$ cat src/rtl/rst_mode_detect.sv
module rst_mode_detect #(
  parameter int RST_CYC     = 2,
  parameter int HOST_CYC    = 10,
  parameter int SYNC_STAGES = 2
) (
  input  logic clk,
  input  logic arst_n,
  input  logic rst_pin,
  input  logic psen_pin,
  input  logic mc_tick,
  output logic dev_rst,
  output logic host_mode,
  output logic normal_mode
);
  localparam int CMAX = HOST_CYC + 1;
  localparam int CW   = $clog2(CMAX + 1);

  logic [SYNC_STAGES-1:0] rst_sh, psen_sh;
  logic                   psen_d, fall_seen;
  logic [CW-1:0]          cnt;

  wire rst_s     = rst_sh[SYNC_STAGES-1];
  wire psen_s    = psen_sh[SYNC_STAGES-1];
  wire psen_fall = psen_d & ~psen_s;
  wire release_e = dev_rst & ~rst_s;
  wire arm       = rst_s & mc_tick & (cnt == CW'(RST_CYC - 1));
  wire long_hold = (cnt == CW'(CMAX));

  always_ff @(posedge clk or negedge arst_n)
    if (!arst_n) begin
      rst_sh  <= '0;
      psen_sh <= '1;
      psen_d  <= 1'b1;
    end else begin
      rst_sh  <= {rst_sh[SYNC_STAGES-2:0], rst_pin};
      psen_sh <= {psen_sh[SYNC_STAGES-2:0], psen_pin};
      psen_d  <= psen_s;
    end

  always_ff @(posedge clk or negedge arst_n)
    if (!arst_n)                       cnt <= '0;
    else if (!rst_s)                   cnt <= '0;
    else if (mc_tick && !long_hold)    cnt <= cnt + 1'b1;

  always_ff @(posedge clk or negedge arst_n)
    if (!arst_n)        fall_seen <= 1'b0;
    else if (!rst_s)    fall_seen <= 1'b0;
    else if (psen_fall) fall_seen <= 1'b1;

  always_ff @(posedge clk or negedge arst_n)
    if (!arst_n) begin
      dev_rst     <= 1'b1;
      host_mode   <= 1'b0;
      normal_mode <= 1'b0;
    end else if (release_e) begin
      dev_rst     <= 1'b0;
      host_mode   <= fall_seen & long_hold;
      normal_mode <= ~(fall_seen & long_hold);
    end else if (arm) begin
      dev_rst     <= 1'b1;
      host_mode   <= 1'b0;
      normal_mode <= 1'b0;
    end
endmodule

$ cat config.mk
export PLATFORM = sky130hd
export DESIGN_NAME = rst_mode_detect
export DESIGN_NICKNAME = d
export VERILOG_FILES = /design/src/rtl/rst_mode_detect.sv
export SDC_FILE = /design/constraint.sdc
export NUM_CORES = 1
export LEC_CHECK = 0
export BUFFER_PORTS_ARGS = -buffer_cell sky130_fd_sc_hd__buf_4
export CORE_MARGIN = 4
export CORE_UTILIZATION = 40
export DETAILED_ROUTE_END_ITERATION = 10
export PLACE_DENSITY = 0.64
export SYNTH_ARGS = -nofsm -noshare
export SYNTH_HDL_FRONTEND = slang
export SYNTH_SLANG_ARGS = --single-unit
$ cat constraint.sdc
create_clock -name clk -period 1.5 [get_ports clk]
set_input_delay 0.075 -clock clk [delete_from_list [all_inputs] [get_ports clk]]
set_output_delay 0.075 -clock clk [all_outputs]
set_load 0.01 [all_outputs]
Word-level counts from Yosys, hierarchy flattened
Cells that the tools add are included.
{"block": "word_totals", "reg_bits": 13, "input_bits": 5, "output_inout_bits": 3, "word_cells": 33}
{"block": "op_classes", "addsub": 1, "eq_ne": 4, "muxes": 9, "n_bitwise": 8, "n_reduce_logical": 3}
{"cell": "$mux 4", "n": 2}
{"cell": "$mux 1", "n": 7}
{"cell": "$and 1x1->1", "n": 5}
{"cell": "$add 4x1->4 const B", "n": 1}
{"cell": "$eq 4x1->1 const B", "n": 1}
{"cell": "$eq 4x4->1 const B", "n": 1}
{"cell": "$ne 2x1->1 const B", "n": 2}
{"cell": "$not 1->1", "n": 3}
{"cell": "$reduce_bool 2->1", "n": 1}
{"cell": "$logic_and 1x1->1", "n": 1}
{"cell": "$logic_not 1->1", "n": 1}

Depth between registers and ports, before layout
Gate-level depths: netlist (run 1).
{"block": "logic_depth", "depth_word": 5, "ltp_mapped": 4, "mapped_depth_nobuf": 4}

Worst setup path before layout (run 1)
OpenSTA, ideal clock, no wires.
{"block": "synth_path", "path_type": "register to register", "from": "register cnt[0]", "to": "register cnt[1]", "setup_ps": 65, "arrival_ps": 1120, "t_required_ps": 1435, "setup_slack_ps": 315, "stages_incl_launch_ff": 5, "path_buffers": 0, "synth_period_minus_slack_ps": 1185, "cell_sequence": "dfrtp_1 ha_1 and3b_2 nor2b_2 o221a_2"}
{"block": "synth_between", "elab_chain_len": 4, "word_cells_on_any_way": 7, "classes_between": "1 x add/sub; 2 x eq/ne; 2 x mux; 2 x reduce/logical"}
{"item": "start, declared", "line_no": "20", "text": "logic [CW-1:0] cnt;"}
{"item": "start signal, assigned", "line_no": "43", "text": "else if (mc_tick && !long_hold) cnt <= cnt + 1'b1;"}
{"item": "branches (longest 4 deep; another with $add 4x1->4)"}
Several ways; the timed one is not identified. The select of a mux whose other input is x is not followed.
A chain may end at the register's enable or synchronous reset.

Worst setup path in the final report (run 1)
Same ends and word-level chain as after synthesis.

==> flow_summary.ini, run 1 <==
[timing]
finalWorstSetupSlack_ns = 0.220
maxSlewViolCount = 0
fin_crit_sh_pct = 85.3
finalHoldViolations = 0
fmax_mhz = 781
setup_violations = 0
relSlewSlack_pct = 83.9
rsz0062_at_grt = no
min_period_ns = 1.28
fin_setup_tns_ns = 0
whs_ns = 0.132
fin_skew_ns = 0.00933
tightest_slew_ns = 0.242

[finish]
layout_common_cells = 9 x dfrtp_1, 7 x buf_4, 6 x nand2_1
num_antenna_cells = 0
syn_to_final_growth_pct = 24.0
nFillCells = 100
final_nets = 63
final_common_cell = dfrtp_1
design_area_um2 = 652
finalNonFillerCells = 69
drive_gt1_share_pct = 32.7
fin_util_pct = 55.7

[power]
switchingPower_mw = 0.165
swShare_pct = 23.7
pwr-share-clk_pct = 30.8
ir_worst_vdd_mv = 0.449
p_leak_nw = 0.309
cellInternalPower_mw = 0.530
seqPwrFrac_pct = 57.6
total_power_mw = 0.695
p_comb_share_pct = 11.6
p_per_area_nw_per_um2 = 1070

[clock_network]
cts_resized = 0
h-tree-depth = 1
cts.clk_slew.worst_paths_ns = 0.08
clock_path_buffers = 2
clock-sinks = 13
cts-root-buf = clkbuf_4
clk_latency_ns = 0.28
cts_made_buffers = 3
cts_tree = done

[floorplanning]
start_util_pct = 44.9
ios = 8
dieWidth_um = 44.2
die_h_um = 44.2
core_um2 = 1170
dieArea_um2 = 1960
rows = 12

[critical_path]
crit_slowest_cell = dfrtp_1
r2r_slack_ns = 0.22
slowest_delay_ns = 0.43
critPathLaunchType = flip-flop
critPathRequiredTime_ns = 1.73
worstSetupStartpoint = cnt[0]
cp_max_fo = 5
reg2reg_depth = 4
r2r-start = cnt[0]
cp.arrival_ns = 1.51
end_kind = flip-flop
worstSetupPathType = flip-flop to flip-flop
worstSetupEndpoint = cnt[1]
path_cells = ha_1 -> and3b_2 -> nor2b_2 -> o221a_2
reg2reg_to = cnt[1]

[global_routing]
grt_max_degree = 14
antenna_found_initial = 0
track_usage_pct = 11.7
grt_pass1_wl_mm = 1.54
grt_pass1_vias = 338
grt.overflow.total = 0

[placed_design]
post-place-ws_ns = 0.245
hpwl_um = 648
port_buffers = 7
dp_cells = 62
gp_congestion = 0.750
dpl-instance-area_um2 = 596

[synthesis]
yosysWarnings = 0
netlist_area_um2 = 526
synth-seq-cells = 13
synthCells = 41
synthDistinctLibCells = 22
syn_area_per_cell_um2 = 12.8
ys_seq_area_share_pct = 62.9
synth.net_count = 48

[routing]
antenna_left = 0
vias_per_cell = 5.17
firstDrtPassIters = 4
drtIter0Drc = 3
drcViolationCount = 0
drt-wirelength-per-cell_um = 12.3
via_count = 357
route.final.wire_length_um = 852

[min_path]
hp-class = input pin to flip-flop

[outcome]
status = complete, no violations

[job]
maxCapViolCount = 0
-- cells by family (layout without fill, tap and decap cells) --
kind of cell,count (synthesis),count (layout),share of synthesized area (%)
simple gates,16,16,18.3
flops,13,13,62.9
compound gates,7,7,9.76
fa+ha+maj,2,2,4.76
xor+xnor,1,1,1.67
mux,1,1,1.90
buf+inv,1,15,0.714
-- power by group through the flow --
stage	clock network (mW)	registers, mW	logic, mW
after floorplan	0	0.409	0.0284
after global placement	0	0.405	0.0730
after detailed placement	0	0.408	0.0760
after CTS	0.224	0.401	0.0825
after global routing	0.256	0.405	0.0905
final	0.214	0.400	0.0805
-- cells in the mapped netlist --
cell type / instances / area, µm²
a21o_1: 1 / 7.51
a21o_2: 1 / 8.76
and2_1: 1 / 6.26
and3b_2: 1 / 10.0
and4_1: 1 / 8.76
dfrtp_1: 9 / 225
dfstp_2: 4 / 105
ha_1: 2 / 25.0
inv_1: 1 / 3.75
mux2i_1: 1 / 10.0
nand2_1: 6 / 22.5
nand2b_1: 1 / 6.26
nand4_1: 1 / 6.26
nand4bb_1: 1 / 11.3
nor2_1: 1 / 3.75
nor2b_1: 2 / 12.5
nor2b_2: 1 / 8.76
o21a_1: 1 / 7.51
o21ai_0: 2 / 10.0
o221a_2: 1 / 11.3
o22ai_1: 1 / 6.26
xnor2_1: 1 / 8.76
-- sequential cells by signal, summed over array words and instances (netlist names) --
register,count
host_mode,1
fall_seen,1
normal_mode,1
psen_sh,2
rst_sh,2
psen_d,1
dev_rst,1
cnt,4
-- worst min path at each step --
stage,start,to,cells past startpoint
floorplan,arst_n,cnt[0],0
global placement,arst_n,rst_sh[0],1
detailed placement,arst_n,rst_sh[0],1
CTS,mc_tick,cnt[0],3
global route,mc_tick,cnt[0],3
finish,mc_tick,cnt[0],3
-- cell type report --
| type | instances | area (µm²) | share of cell area (%) |
|---|---|---|---|
| clock buffer | 4 | 26.3 | 4.03 |
| tap | 14 | 17.5 | 2.69 |
| timing repair buffer | 10 | 82.6 | 12.7 |
| multi-input combinational | 27 | 191 | 29.4 |
| inverter | 1 | 3.75 | 0.576 |
| sequential | 13 | 330 | 50.7 |
-- worst max-delay path, delay by kind of cell, from the launching register on --
kind | cells | cell delay, ns
flip-flops | 1 | 0.43
AND/OR/NAND/NOR | 2 | 0.38
adder cells (fa/ha/maj) | 1 | 0.23
AO/OA/AOI/OAI | 1 | 0.19
-- per-layer routing --
layer / wire (µm) / share of wire (%) / global-route usage, %
met1: 355 / 42 / 12.5
met2: 422 / 50 / 17.2
met3: 45 / 5.3 / 6.10
met4: 28 / 3.3 / 9.04
met5: 0 / 0 / 0
-- what timing repair did --
action,CTS,global route
setup buffers,0,0
hold endpoints to repair,15,0
hold buffers,3,0
(Power assumes the default switching activity.)
==> run 2: changes to the inputs <==
- CORE_AREA: not set -> 4 4 41 43
- CORE_MARGIN: 4 -> not set
- CORE_UTILIZATION: 40 -> not set
- DIE_AREA: not set -> 0 0 45 47
- PLACE_DENSITY: 0.64 -> 0.65
- clock period: 1.5 -> 1.15 ns (I/O delays scaled with it)
==> flow_summary.ini, run 2 (synthesized netlist as in run 1, its figures left out) <==
[clock_network]
clock-sinks = 13
clock_path_buffers = 2
cts_tree = done
cts-root-buf = clkbuf_4
cts_made_buffers = 3
clk_latency_ns = 0.28
h-tree-depth = 1
cts.clk_slew.worst_paths_ns = 0.08

[critical_path]
crit_cells = 4
crit_slowest_cell = dfrtp_1
reg2reg_depth = 4
cp_max_fo = 5
critPathLaunchType = flip-flop
path_cells = ha_2 -> and3b_2 -> nor2b_2 -> o221a_2
worstSetupPathType = flip-flop to flip-flop
critPathRequiredTime_ns = 1.32
cp_num_buf_inv = 0
cp.arrival_ns = 1.42
cp_top_family = flip-flops
slowest_delay_ns = 0.41
end_kind = flip-flop

[finish]
finalNonFillerCells = 74
nFillCells = 114
syn_to_final_growth_pct = 32.9
regMostFlops = cnt
final_nets = 67
reg.largest.list = cnt: 4 flops, psen_sh: 2 flops, rst_sh: 2 flops
drive_gt1_share_pct = 47.5
largest_register_ffs = 4
fin_util_pct = 53.7
multi_input_area_um2 = 205
layout_common_cells = 11 x buf_4, 9 x dfrtp_1, 5 x nand2_1
regArea_um2 = 330
final_common_cell = buf_4
num_antenna_cells = 0

[outcome]
status = finished with violations
violations = setup timing

[timing]
finalWorstSetupSlack_ns = -0.0980
fin_skew_ns = 0.00651
relSlewSlack_pct = 86.9
maxSlewViolCount = 0
min_period_ns = 1.25
fmax_mhz = 801
finalHoldViolations = 0
whs_ns = 0.101
rsz0062_at_grt = yes
fin_crit_sh_pct = 109
setup_violations = 3
tightest_slew_ns = 0.196

[routing]
firstDrtPassIters = 4
met1_length_um = 427
route.met2.wl_um = 376
route.final.wire_length_um = 874
dr.max_layer_used = met3
drcViolationCount = 0
drt-wirelength-per-cell_um = 11.8
via_count = 374
antenna_left = 0
drtIter0Drc = 2
met3_length_um = 70
vias_per_cell = 5.05

[power]
swShare_pct = 24.9
switchingPower_mw = 0.233
p_leak_nw = 0.332
p_comb_share_pct = 14.3
total_power_mw = 0.934
cellInternalPower_mw = 0.702
p_per_area_nw_per_um2 = 1340
ir_worst_vdd_mv = 0.857
seqPwrFrac_pct = 55.5
pwr-share-clk_pct = 30.2

[min_path]
hp-class = input pin to flip-flop
hold-path-cell-count = 3

[floorplanning]
die_h_um = 47
core_um2 = 1300
dieWidth_um = 45
dieArea_um2 = 2120
start_util_pct = 40.4
rows = 13
ios = 8

[job]
maxCapViolCount = 0

[global_routing]
grt_pass1_vias = 353
track_usage_pct = 10.6
antenna_found_initial = 0
grt.overflow.total = 0
grt_pass1_wl_mm = 1.55
grt_max_degree = 14

[placed_design]
port_buffers = 7
dp_cells = 65
gp_congestion = 0.833
hpwl_um = 628
==> run 2: changes by cell type in the layout (fill, tap and decap cells not counted), sizes merged <==
cell    previous run  this run
buf                7        11
clkbuf             4         3
clkinv             0         1
==> run 2: cell type report <==
| cell class | instances | area share (%) |
|---|---|---|
| clock buffer | 3 | 3.23 |
| clock inverter | 1 | 0.717 |
| inverter | 1 | 0.538 |
| multi-input combinational | 27 | 29.4 |
| sequential | 13 | 47.3 |
| tap | 15 | 2.69 |
| timing repair buffer | 14 | 16.1 |
==> run 2: worst paths after layout <==
| check | from | endpoint | slack [ns] |
|---|---|---|---|
| worst min register to register | rst_sh[0] | rst_sh[1] | 0.35 |
| max in group asynchronous | arst_n | psen_d | 0.77 |
| min in group asynchronous | arst_n | cnt[0] | 0.14 |
| worst max-delay path | cnt[1] | cnt[1] | -0.1 |
| worst min-delay path | mc_tick | cnt[0] | 0.10 |
| worst max register to register | cnt[1] | cnt[1] | -0.1 |
==> run 2: metal layers <==
layer | vias to the layer above | global-route usage (%)
met2 | 12 | 14.1
met4 | 0 | 1.75
met3 | 0 | 6.90
met1 | 180 | 14.7
met5 | - | 0
li1 | 182 | -
==> run 2: power by group through the flow <==
stage / sequential, mW / combinational, mW / clock [mW]
after detailed placement: 0.528 / 0.109 / 0
after floorplan: 0.534 / 0.0370 / 0
after global routing: 0.523 / 0.152 / 0.313
after global placement: 0.528 / 0.108 / 0
final: 0.518 / 0.134 / 0.283
after CTS: 0.519 / 0.124 / 0.297
==> run 2: worst reg2reg max path, cell delays in order (launching register included) <==
cell     delay (ns)
dfrtp_1        0.41
ha_2           0.19
and3b_2        0.23
nor2b_2        0.06
o221a_2        0.26
==> run 2: through the flow <==
stage | setup slack, ns | cell area [µm²] | TNS (ns)
2_1_floorplan | -0.0211 | 526 | -0.0266
3_3_place_gp | -0.0383 | 612 | -0.108
3_5_place_dp | -0.0758 | 612 | -0.197
4_1_cts | -0.0860 | 677 | -0.231
5_1_grt | -0.164 | 698 | -0.513
6_report | -0.0980 | 698 | -0.180
==> run 2: repair_timing <==
item,CTS,global route
endpoints found under the setup margin,3,5
pin swaps,0,3
resized for setup,1,7
hold endpoints to repair,15,0
setup buffers,1,1
hold buffers,3,0
